==> config.mk <==
export PLATFORM = sky130hd
export DESIGN_NAME = blk_xfer_seq
export DESIGN_NICKNAME = d
export VERILOG_FILES = /design/src/rtl/blk_xfer_pkg.sv /design/src/rtl/xfer_mask_walk.sv /design/src/rtl/xfer_span_calc.sv /design/src/rtl/blk_xfer_seq.sv
export SDC_FILE = /design/constraint.sdc
export NUM_CORES = 1
export LEC_CHECK = 0
export BUFFER_PORTS_ARGS = -buffer_cell sky130_fd_sc_hd__buf_2
export CORE_MARGIN = 1.5
export CORE_UTILIZATION = 40
export DETAILED_ROUTE_END_ITERATION = 8
export PLACE_DENSITY_LB_ADDON = 0.25
export SYNTH_ARGS = -nofsm -noshare
export SYNTH_HDL_FRONTEND = slang
export SYNTH_HIERARCHICAL = 1
export SYNTH_SLANG_ARGS = --single-unit
export TNS_END_PERCENT = 30
==> constraint.sdc <==
create_clock -name clk -period 3.3 [get_ports clk]
set_input_delay 0.33 -clock clk [delete_from_list [all_inputs] [get_ports clk]]
set_output_delay 0.33 -clock clk [all_outputs]
set_load 0.01 [all_outputs]
==> src/rtl/blk_xfer_pkg.sv <==
package blk_xfer_pkg;
  typedef enum logic [1:0] {
    ST_IDLE = 2'd0,
    ST_MOVE = 2'd1,
    ST_FIN  = 2'd2
  } seq_state_e;
endpackage

==> src/rtl/xfer_mask_walk.sv <==
// Picks the lowest selected register and the mask left after it.
module xfer_mask_walk #(
  parameter int NREG = 16,
  localparam int IW = $clog2(NREG)
) (
  input  logic [NREG-1:0] mask,
  output logic [IW-1:0]   idx,
  output logic [NREG-1:0] rest,
  output logic            last
);
  always_comb begin
    idx = '0;
    for (int i = NREG - 1; i >= 0; i--) begin
      if (mask[i]) idx = IW'(i);
    end
  end

  assign rest = mask & (mask - NREG'(1));
  assign last = (rest == '0);
endmodule

==> src/rtl/xfer_span_calc.sv <==
// First access address and advanced address for a command.
module xfer_span_calc #(
  parameter int NREG = 16,
  parameter int AW   = 32,
  localparam int CW  = $clog2(NREG + 1)
) (
  input  logic [NREG-1:0] mask,
  input  logic [AW-1:0]   base,
  input  logic            pre,
  output logic [AW-1:0]   first_addr,
  output logic [AW-1:0]   final_addr
);
  logic [CW-1:0] cnt;

  always_comb begin
    cnt = '0;
    for (int i = 0; i < NREG; i++) begin
      cnt = cnt + CW'(mask[i]);
    end
  end

  assign first_addr = pre ? base + AW'(4) : base;
  assign final_addr = base + (AW'(cnt) << 2);
endmodule

==> src/rtl/blk_xfer_seq.sv <==
module blk_xfer_seq
  import blk_xfer_pkg::*;
#(
  parameter int NREG = 16,
  parameter int AW   = 32,
  parameter int DW   = 32,
  localparam int IW  = $clog2(NREG)
) (
  input  logic            clk,
  input  logic            rst_n,
  input  logic            cmd_valid,
  input  logic [NREG-1:0] cmd_mask,
  input  logic [AW-1:0]   cmd_addr,
  input  logic            cmd_load,
  input  logic            cmd_pre,
  input  logic            cmd_wb,
  output logic            busy,
  output logic            done,
  output logic            mem_req,
  output logic            mem_we,
  output logic [AW-1:0]   mem_addr,
  output logic [DW-1:0]   mem_wdata,
  input  logic [DW-1:0]   mem_rdata,
  input  logic            mem_ready,
  output logic [IW-1:0]   rf_raddr,
  input  logic [DW-1:0]   rf_rdata,
  output logic            rf_we,
  output logic [IW-1:0]   rf_waddr,
  output logic [DW-1:0]   rf_wdata,
  output logic            base_we,
  output logic [AW-1:0]   base_out
);
  seq_state_e      state_q, state_d;
  logic [NREG-1:0] mask_q, mask_d;
  logic [AW-1:0]   addr_q, addr_d;
  logic [AW-1:0]   final_q;
  logic            load_q, wb_q;
  logic            accept, step, cmd_en;

  logic [IW-1:0]   cur_idx;
  logic [NREG-1:0] mask_rest;
  logic            mask_last;
  logic [AW-1:0]   span_first, span_final;

  xfer_mask_walk #(.NREG(NREG)) u_walk (
    .mask (mask_q),
    .idx  (cur_idx),
    .rest (mask_rest),
    .last (mask_last)
  );

  xfer_span_calc #(.NREG(NREG), .AW(AW)) u_span (
    .mask       (cmd_mask),
    .base       (cmd_addr),
    .pre        (cmd_pre),
    .first_addr (span_first),
    .final_addr (span_final)
  );

  assign accept = (state_q == ST_IDLE) && cmd_valid;
  assign step   = (state_q == ST_MOVE) && mem_ready;
  assign cmd_en = accept;

  // Next-state process
  always_comb begin
    state_d = state_q;
    mask_d  = mask_q;
    addr_d  = addr_q;
    unique case (state_q)
      ST_IDLE: begin
        if (cmd_valid) begin
          mask_d  = cmd_mask;
          addr_d  = span_first;
          state_d = (cmd_mask == '0) ? ST_FIN : ST_MOVE;
        end
      end
      ST_MOVE: begin
        if (mem_ready) begin
          mask_d = mask_rest;
          addr_d = addr_q + AW'(4);
          if (mask_last) state_d = ST_FIN;
        end
      end
      ST_FIN:  state_d = ST_IDLE;
      default: state_d = ST_IDLE;
    endcase
  end

  // Register process
  always_ff @(posedge clk or negedge rst_n) begin
    if (!rst_n) begin
      state_q <= ST_IDLE;
      mask_q  <= '0;
      addr_q  <= '0;
    end else begin
      state_q <= state_d;
      if (accept || step) begin
        mask_q <= mask_d;
        addr_q <= addr_d;
      end
    end
  end

  always_ff @(posedge clk or negedge rst_n) begin
    if (!rst_n) begin
      final_q <= '0;
      load_q  <= 1'b0;
      wb_q    <= 1'b0;
    end else if (cmd_en) begin
      final_q <= span_final;
      load_q  <= cmd_load;
      wb_q    <= cmd_wb;
    end
  end

  assign busy      = (state_q != ST_IDLE);
  assign done      = (state_q == ST_FIN);
  assign mem_req   = (state_q == ST_MOVE);
  assign mem_we    = mem_req && !load_q;
  assign mem_addr  = addr_q;
  assign rf_raddr  = cur_idx;
  assign mem_wdata = rf_rdata;
  assign rf_we     = step && load_q;
  assign rf_waddr  = cur_idx;
  assign rf_wdata  = mem_rdata;
  assign base_we   = done && wb_q;
  assign base_out  = final_q;

  // a stalled request stays up with the same address
  a_r6_stall_hold: assert property (@(posedge clk) disable iff (!rst_n)
    (mem_req && !mem_ready) |=> (mem_req && $stable(mem_addr) && $stable(rf_raddr)));

  // back-to-back accesses step by one word
  a_r3_addr_step: assert property (@(posedge clk) disable iff (!rst_n)
    (mem_req && mem_ready) |=> (!mem_req || mem_addr == $past(mem_addr) + AW'(4)));

  // word alignment
  a_r11_aligned: assert property (@(posedge clk) disable iff (!rst_n)
    mem_req |-> (mem_addr[1:0] == 2'b00));

  // register writes only on taken load accesses
  a_r8_rf_write: assert property (@(posedge clk) disable iff (!rst_n)
    rf_we |-> (mem_req && mem_ready && !mem_we));

  // done is a single pulse ending the transfer
  a_r9_done_pulse: assert property (@(posedge clk) disable iff (!rst_n)
    done |=> (!done && !busy));

  // write-back strobe only with done
  a_r9_base_we: assert property (@(posedge clk) disable iff (!rst_n)
    base_we |-> (done && !mem_req));
endmodule

==> results.md, run 1 <==
- The run finished, with violations left.
- The final reports fail on setup timing.
- The placed instances occupy a cell area of 7430 sq um.
- Detailed placement finished with a half-perimeter wire length of 14200 microns.
- The die is 135 microns tall.
- The number of cells on the worst reg-to-reg path is 7.
- The clock net in this run drives a total of 84 sinks.
- The synthesized netlist devotes 14.0% of its cell area to compound gates.
- For the worst setup path, the data arrival time is 5.04 ns.
- Summing the areas of all and, or, nand and nor instances in the mapped netlist gives 21.9% of the synthesized area.
- The share of layout cells above drive strength 1 is 29.5%.
- The worst hold path belongs to the class primary input to asynchronous set/reset pin.
- The kind of cell with the highest combined delay along the critical path is adder cells.
- The mean area per synthesized cell is 8.56 sq um.
- After synthesis the cells add up to 6960 sq um.
- Across all hold checks on the routed design, the worst slack comes to 0.0614 ns.
- The parity-gate share of the synthesized area counting xor and xnor cells is 7.43%.
- The top cell type by area accounts for 30.2% of the synthesized area.
- The overall power of the completed layout is 0.00453 W.
- After detailed routing, the number of remaining DRC violations is 0.
- The signal on the critical path passes through buf_8 > inv_4 > fa_1 > inv_1 > ha_1 > inv_2 > fa_1 > fa_1 > fa_1 > fa_2 > fa_2 > inv_2 > fa_2 > a211oi_2 > o21bai_1 > buf_4 > nor3b_2 > xor2_1 > mux2_4.
- The endpoint identified for the worst register-to-register timing path is state_q[0].
- The worst setup path is of the primary input to flop kind.
- Setup violations remaining at the end of the flow were counted as 30.
- The initial antenna violation count came to 0.
- After synthesis, the largest family of logic cells by area is simple AND/OR/NAND/NOR gates.
- The number of global-route vias before repair is 5590.
- At the pin with the least slew margin, the transition time is 0.781 ns.
- The final cell area excluding filler cells is 7950 sq um.
- For the final routed database, the setup TNS stands at -41.38 ns.
- The combinational group share of total power is 48.0%.
- Among all stages on the critical path, the largest delay is contributed by sky130_fd_sc_hd__fa_2.
- Setup repair after global routing could not meet its margin everywhere.
- The gate count of the mapped netlist is 813.
- The floorplan die width is 135 microns.
- The first TritonRoute pass finished after 5 iterations.
- The initialized floorplan defines 48 standard-cell rows.
- The post-detailed-routing wire length is 19500 microns.
- In the global route stage, overall resource usage came out at 21.4%.
- The fraction of the cycle the final worst path needs is 146%.
- Multiplexer cells account for 6.57% of the synthesized area.
- CTS built an H-tree with a depth of 3.
- The final worst-path setup slack is -1.51 ns.
- The average vias per placed instance is 5.42.
- The first global-routing pass estimated 30400 microns of wire.
- 0 antenna diodes ended up in the layout.
- Net switching is 38.2% of the power.
- The headroom to the max-slew limit is 47.8%.
- Clock-pin slew was measured on the worst setup and hold paths at 0.07 ns.
- The top-level I/O count is 261.
- The initial DRC count is 478.
- Based on the critical path, the design can be clocked at up to 208 MHz.
- The cell-internal power is 0.00280 W.
- The area overhead of the layout relative to synthesis is 14.3%.
- TritonCTS built the clock tree.
- The async set or reset register ratio after synthesis is 100%.
- The clock latency on the worst-skew pair is 0.35 ns.
- The sequential cell area is 2100 sq um.
- Summed over all cells, the static leakage comes to 3.51 nW.
- The core area is 17100 sq um.
- The clock network burns 22.3% of the power.
- The number of nets still failing antenna checks after routing is 0.
- TritonCTS created 9 clock buffers.
- The hold violation total from the final report came to 0.
- sky130_fd_sc_hd__dfrtp_1 takes more of the synthesized area than any other cell.
- The floorplan step defined a die boundary enclosing 18200 sq um.
- The Yosys step of the flow raised 6 warnings.
- In the final layout, the multi-input gates occupy 4110 sq um.
- The peak ir drop on the vdd network is 0.470 mV.
- In this run the tool buffered the top-level ports with 132 buffer cells.
- The cell occurring most often along the worst timing path is sky130_fd_sc_hd__fa_1.
- The net count of the finished layout is 1018.
- The max-slew violation total from the final report is 0.
- Of all nets on the critical path, the largest fanout is 7.
- The register bit count reported by yosys is 84.
- Among all flip-flop cells after synthesis, the most frequent one is sky130_fd_sc_hd__dfrtp_1.
- The number of nets handed over by synthesis was 960.
- Across all layers, the routed design uses 5972 vias.
- The kind of end point of the critical path is a flop.
- The share of total power dissipated in sequential elements is 29.7%.
- Summing the areas of all fa, ha and maj instances in the mapped netlist gives 6.33% of the synthesized area.
- The critical path buffer and inverter count is 6.
- The endpoint required time on the critical path is 3.54 ns.
- The quantity of hold-fixing buffers added after cts is 0.
- The sort of element at the start of the critical path is a primary input.
- For flop-to-flop paths, the worst setup slack is 0.55 ns.
- The final worst clock skew is 0.00429 ns.
- The congestion estimate from routability-driven global placement came to 0.875.
- Ranked by total cell area, the synthesized netlist is headed by sky130_fd_sc_hd__dfrtp_1, sky130_fd_sc_hd__buf_4, sky130_fd_sc_hd__mux2_1, sky130_fd_sc_hd__xnor2_1, sky130_fd_sc_hd__nand2_1.
- The power per cell area is 570 nW/um^2.
- In this run the critical register-to-register path is launched from mask_q[4].
- The root buffer cell is sky130_fd_sc_hd__clkbuf_16.
- The final routed wire length divided by cell count is 17.7 microns.
- The number of maximum-capacitance violations is 0.
- The number of enable flip-flop cells after synthesis is 0.
- After global routing the overflow that remains totals 0.
- The pin count of the biggest net entering global routing is 58.
- The layout has 1704 filler cells.
- The minimum clock period after layout is 4.81 ns.
- The clock passes through at most 2 buffers.
- The count of distinct cell types in the synthesized netlist is 70.
- The largest single stage delay on the critical path is 0.54 ns.
- The fraction of the yosys area taken by sequential cells is 30.2%.
- The net switching power is 0.00173 W.
- The initial standard-cell utilization of the core is 40.6%.
-- worst reg2reg max path: stages (launching register included) --
cell and delay, ns:
sky130_fd_sc_hd__dfrtp_1 0.51, sky130_fd_sc_hd__nor4_4 0.40, sky130_fd_sc_hd__nand3_1 0.26, sky130_fd_sc_hd__o31ai_1 0.33, sky130_fd_sc_hd__or4b_1 0.49, sky130_fd_sc_hd__nor4_2 0.36, sky130_fd_sc_hd__a21oi_1 0.12, sky130_fd_sc_hd__a21o_1 0.16
-- layout by cell type, fill, tap and decap left out, drive strengths merged, types with 7 or more instances in the layout --
cell	Yosys	layout
buf	106	174
dfrtp	84	84
nand2	76	76
nor2	54	54
a21oi	52	52
xnor2	44	44
inv	37	37
mux2	37	37
nand3	35	35
nand4	34	34
a31oi	21	21
o21ai	21	21
nor4	18	18
nor3	16	16
ha	16	16
o22ai	15	15
xor2	15	15
clkbuf	21	13
fa	12	12
and4	9	9
and3	9	9
and2	7	7
-- cells by family (layout without fill, tap and decap cells) --
| group | count (synthesis) | count (layout) |
|---|---|---|
| AND/OR/NAND/NOR | 282 | 282 |
| buffers and inverters | 164 | 227 |
| AO/OA/AOI/OAI | 154 | 154 |
| flip-flops | 84 | 84 |
| XOR/XNOR | 59 | 59 |
| multiplexers | 41 | 41 |
| adder cells (fa/ha/maj) | 28 | 28 |
| other | 1 | 1 |
-- per-stage QoR --
stage          setup WS (ns)  util [%]  instances
3_3_place_gp           -1.99      43.4       1079
6_report               -1.51      46.5       1101
4_1_cts                -1.60      46.1       1099
3_5_place_dp           -1.99      43.4       1079
5_1_grt                -1.70      46.5       1101
2_1_floorplan          -1.71         -        813
-- metal layers --
layer  wire length [microns]  share of wire [%]  vias to the layer above  GRT usage (%)
met5                       0                  0                        -              0
met4                     355                1.8                        0           7.47
met3                    1190                6.1                       33           3.79
met2                    8760                 45                      185           33.0
met1                    9230                 47                     2835           30.2
li1                        -                  -                     2919              -
-- synth_stat cells, types with 5 or more instances --
cell type / instances
sky130_fd_sc_hd__clkbuf_1: 19
sky130_fd_sc_hd__buf_2: 24
sky130_fd_sc_hd__and2_1: 7
sky130_fd_sc_hd__nand2_1: 75
sky130_fd_sc_hd__xnor2_1: 44
sky130_fd_sc_hd__and4_1: 9
sky130_fd_sc_hd__and3_1: 9
sky130_fd_sc_hd__inv_1: 36
sky130_fd_sc_hd__o22ai_1: 15
sky130_fd_sc_hd__dfrtp_1: 84
sky130_fd_sc_hd__nand3_1: 31
sky130_fd_sc_hd__ha_1: 16
sky130_fd_sc_hd__o21ai_0: 16
sky130_fd_sc_hd__nor2_1: 54
sky130_fd_sc_hd__nor3_1: 16
sky130_fd_sc_hd__a21oi_1: 50
sky130_fd_sc_hd__o31ai_1: 5
sky130_fd_sc_hd__nand4_1: 33
sky130_fd_sc_hd__xor2_1: 15
sky130_fd_sc_hd__a21o_1: 6
sky130_fd_sc_hd__mux2_1: 36
sky130_fd_sc_hd__o21ai_1: 5
sky130_fd_sc_hd__buf_1: 6
sky130_fd_sc_hd__fa_1: 12
sky130_fd_sc_hd__a31oi_1: 21
sky130_fd_sc_hd__nor4_1: 12
sky130_fd_sc_hd__buf_4: 75
-- cell type report --
type	instances	share of cell area [%]
Timing Repair Buffer	174	12.8
Tap cell	225	3.54
Sequential cell	84	26.4
Clock buffer	13	3.40
Inverter	37	1.87
Multi-Input combinational cell	565	51.7
Clock inverter	3	0.252
-- worst max path at each step --
stage / startpoint / end / cells after the start
6_report: cmd_mask[3] / base_out[24] / 19
5_1_grt: cmd_mask[3] / base_out[30] / 22
4_1_cts: cmd_mask[3] / base_out[12] / 20
3_5_place_dp: cmd_mask[0] / base_out[28] / 19
3_3_place_gp: cmd_mask[0] / base_out[28] / 19
2_1_floorplan: cmd_mask[0] / base_out[28] / 18
-- sequential cells by signal, summed over array words and instances, names as in the netlist --
| name | flops |
|---|---|
| base_out | 32 |
| load_q | 1 |
| mask_q | 16 |
| mem_addr | 32 |
| state_q | 2 |
| wb_q | 1 |
-- repair_timing --
item | CTS | global route
pin swaps | 21 | 18
setup endpoints to repair | 30 | 30
gates resized for setup | 36 | 13
gates cloned | 1 | 0
setup buffers | 3 | 2
-- power groups by stage --
stage          logic, W  registers [W]  clock network (W)
4_1_cts         0.00212        0.00134            0.00104
5_1_grt         0.00237        0.00137            0.00108
3_3_place_gp    0.00176        0.00135                  0
3_5_place_dp    0.00177        0.00136                  0
2_1_floorplan   0.00121        0.00135                  0
6_report        0.00217        0.00134            0.00101
(Power assumes the default switching activity.)
==> run 2: changes to the inputs <==
==> constraint.sdc (replaced) <==
create_clock -name clk -period 3.3 [get_ports clk]
set_input_delay 0 -clock clk [delete_from_list [all_inputs] [get_ports clk]]
set_output_delay 0 -clock clk [all_outputs]
set_load 0.01 [all_outputs]
==> results.md, run 2 (synthesis results as in run 1) <==
- The top-level I/O count is 261 (unchanged).
- The initial DRC count is 360 (was 478).
- The max-slew violation total from the final report is 0 (unchanged).
- The post-route non-filler standard cell count is 1108 (was 1101).
- The initial standard-cell utilization of the core is 40.6% (unchanged).
- The area of the multi-input gates is 4140 sq um (was 4110 sq um).
- The headroom to the max-slew limit was 31.7% (was 47.8%).
- The number of placed cells counting well taps is 1079 (unchanged).
- The share of layout cells above drive strength 1 is 29.4% (was 29.5%).
- The final setup violation count came to 29 (was 30).
- Highest-count cells in the layout ignoring fill and taps: sky130_fd_sc_hd__buf_2, sky130_fd_sc_hd__dfrtp_1, sky130_fd_sc_hd__nand2_1, sky130_fd_sc_hd__nor2_1, sky130_fd_sc_hd__a21oi_1 (unchanged).
- The overall power of the completed layout is 0.00452 W (was 0.00453 W).
- The number of maximum-capacitance violations is 0 (unchanged).
- The clock-pin slew on the worst setup and hold paths is 0.06 ns (was 0.07 ns).
- The number of nets still failing antenna checks after routing is 0 (unchanged).
- The total routing resource utilization after global routing is 21.4% (about the same).
- The fmax was 223 MHz (was 208 MHz).
- The minimum clock period after layout was 4.49 ns (was 4.81 ns).
- The clock net sink count is 84 (unchanged).
- The kind of end point of the critical path was a flop (unchanged).
- The endpoint required time on the critical path is 3.53 ns (was 3.54 ns).
- The worst min-delay path class was primary input to output port (was primary input to asynchronous set/reset pin).
- The worst setup path category is primary input to flop (unchanged).
- The average vias per placed instance is 5.45 (was 5.42).
- The final routed DRC violation total is 0 (unchanged).
- The die extent in y was 135 microns (unchanged).
- The sort of element at the start of the critical path is a primary input (unchanged).
- The clock tree from TritonCTS is yes (unchanged).
- The routability-driven placement congestion ratio is 0.882 (was 0.875).
- The area overhead of the layout relative to synthesis is 15.9% (was 14.3%).
- Failing checks: setup timing (unchanged).
- Status: finished, violations left (unchanged).
- The estimated wirelength of the detail-placed design came to 14100 microns (was 14200 microns).
- The area of the die is 18200 sq um (unchanged).
- The number of H-tree levels is 3 (unchanged).
- The number of buffers on the longest clock path is 2 (unchanged).
- The standby leakage power is 3.56 nW (was 3.51 nW).
- The launch instance of the worst min-delay path is mem_rdata[24].
- The number of port buffers was 132 (unchanged).
- The pin count of the biggest net entering global routing is 77 (was 58).
- The commonest non-fill, non-tap cell in the layout is sky130_fd_sc_hd__buf_2 (unchanged).
- The count of fill cells added during filler insertion is 1666 (was 1704).
- The pin slew with the least headroom to its limit was 1.02 ns (was 0.781 ns).
- The final routed wire length divided by cell count was 17.5 microns (was 17.7 microns).
- The peak ir drop on the vdd network was 0.536 mV (was 0.470 mV).
- The final worst-path setup slack is -1.19 ns (was -1.51 ns).
- The arrival time at the worst endpoint is 4.73 ns (was 5.04 ns).
- The highest fanout seen on the critical path came to 7 (unchanged).
- The initial antenna violation count is 0 (unchanged).
- The total number of placement rows is 48 (unchanged).
- The floorplan die width is 135 microns (unchanged).
- The timing startpoint of the critical path is cmd_mask[3] (unchanged).
- RSZ-0062 raised after global routing: true (unchanged).
- The worst flop-to-flop path startpoint is mask_q[4] (unchanged).
- The number of inserted diodes is 0 (unchanged).
- The post-detailed-routing wire length is 19400 microns (was 19500 microns).
- The first-pass GRT wire length came to 30700 microns (was 30400 microns).
- The count of TritonRoute iterations in the first routing pass came to 5 (unchanged).
- The cell occurring most often along the worst timing path is sky130_fd_sc_hd__fa_1 (unchanged).
- The root buffer cell is sky130_fd_sc_hd__clkbuf_16 (unchanged).
- The total cell area at the placement stage is 7430 sq um (unchanged).
- The aggregate global routing overflow came to 0 (unchanged).
- The master of the slowest instance on the critical path was sky130_fd_sc_hd__fa_2 (unchanged).
- The via total after detailed routing was 6035 (was 5972).
- The number of global-route vias before repair is 5608 (was 5590).
- The fraction of the cycle the final worst path needs is 136% (was 146%).
- The total CTS buffers was 9 (unchanged).
- The final worst clock skew is 0.00462 ns (was 0.00429 ns).
- The sequential cell area is 2100 sq um (unchanged).
- The clock latency on the worst-skew pair is 0.35 ns (about the same).
- The hold violation total from the final report was 0 (unchanged).
- CP Cell Sequence: buf_8 > inv_4 > fa_1 > inv_1 > ha_1 > inv_2 > fa_1 > fa_1 > fa_1 > fa_2 > fa_2 > inv_2 > fa_2 > a211oi_2 > o21bai_1 > buf_4 > buf_6 > nand4_1 > xnor2_1 > mux2_4 (was buf_8 > inv_4 > fa_1 > inv_1 > ha_1 > inv_2 > fa_1 > fa_1 > fa_1 > fa_2 > fa_2 > inv_2 > fa_2 > a211oi_2 > o21bai_1 > buf_4 > nor3b_2 > xor2_1 > mux2_4).
- The power per cell area is 561 nW/um^2 (was 570 nW/um^2).
- The core area is 17100 sq um (unchanged).
- The largest stage delay on the critical path came to 0.54 ns (about the same).
- The final cell area excluding filler cells is 8060 sq um (was 7950 sq um).
- The net count of the finished layout came to 1025 (was 1018).
==> run 2: changes by cell type in the layout (fill, tap and decap cells not counted), moves of 2 or more <==
cell / previous run / this run
sky130_fd_sc_hd__nand3_2: 7 / 9
sky130_fd_sc_hd__mux2_1: 20 / 16
sky130_fd_sc_hd__nand3_1: 28 / 26
sky130_fd_sc_hd__buf_6: 2 / 4
sky130_fd_sc_hd__buf_4: 40 / 38
sky130_fd_sc_hd__clkbuf_8: 3 / 1
sky130_fd_sc_hd__clkinvlp_4: 2 / 0
sky130_fd_sc_hd__mux2_4: 16 / 20
sky130_fd_sc_hd__dlygate4sd3_1: 0 / 9
==> run 2: critical path, delay by kind of cell <==
kind,cells,cell delay (ns)
fa+ha+maj,8,3.44
buf+inv,7,0.54
compound gates,2,0.28
mux,1,0.25
simple gates,1,0.12
xor+xnor,1,0.09
==> run 2: path summary, 6_finish.rpt <==
check / end / slack [ns] / cells past startpoint
max: base_out[30] / -1.19 / 20
min: rf_wdata[24] / 0.000004 / 0
max reg2reg: state_q[0] / 0.55 / 7
min reg2reg: wb_q / 0.48 / 1
max in group asynchronous: mem_addr[27] / 2.20 / 3
min in group asynchronous: base_out[0] / 0.38 / 2
==> run 2: final cells by class <==
| type | count | share of cell area, % |
|---|---|---|
| Multi-Input combinational cell | 565 | 51.3 |
| Sequential cell | 84 | 26.1 |
| Timing Repair Buffer | 181 | 13.6 |
| Tap cell | 225 | 3.49 |
| Clock buffer | 12 | 3.06 |
| Inverter | 37 | 1.85 |
| Clock inverter | 4 | 0.605 |
==> run 2: metrics by stage <==
stage | TNS (ns) | hold slack, ns | utilization (%) | worst slack (ns)
floorplan | -35.09 | -0.296 | - | -1.38
global placement | -44.88 | 0.0000686 | 43.4 | -1.66
detailed placement | -45.45 | 0.0000686 | 43.4 | -1.70
CTS | -35.14 | 0.0000686 | 46.7 | -1.31
global route | -36.36 | 0.0000156 | 47.1 | -1.36
finish | -31.48 | 0.00000369 | 47.1 | -1.19
==> run 2: routing by layer <==
layer,share of wire [%],track usage [%]
met1,48,31.7
met2,43,31.2
met3,6.3,3.90
met4,1.9,7.59
met5,0,0
==> run 2: power by group <==
part | switching [W] | internal, W
clock | 0.000444 | 0.000608
sequential | 0.000179 | 0.00116
combinational | 0.00110 | 0.00102
==> run 2: repair_timing <==
item                                    in CTS  in global routing
buffers inserted                             3                  0
hold endpoints to repair                    85                  0
pin swaps                                   24                 14
cloned                                       1                  0
resized for setup                           37                 18
hold buffers                                 9                  0
endpoints found under the setup margin      30                 30
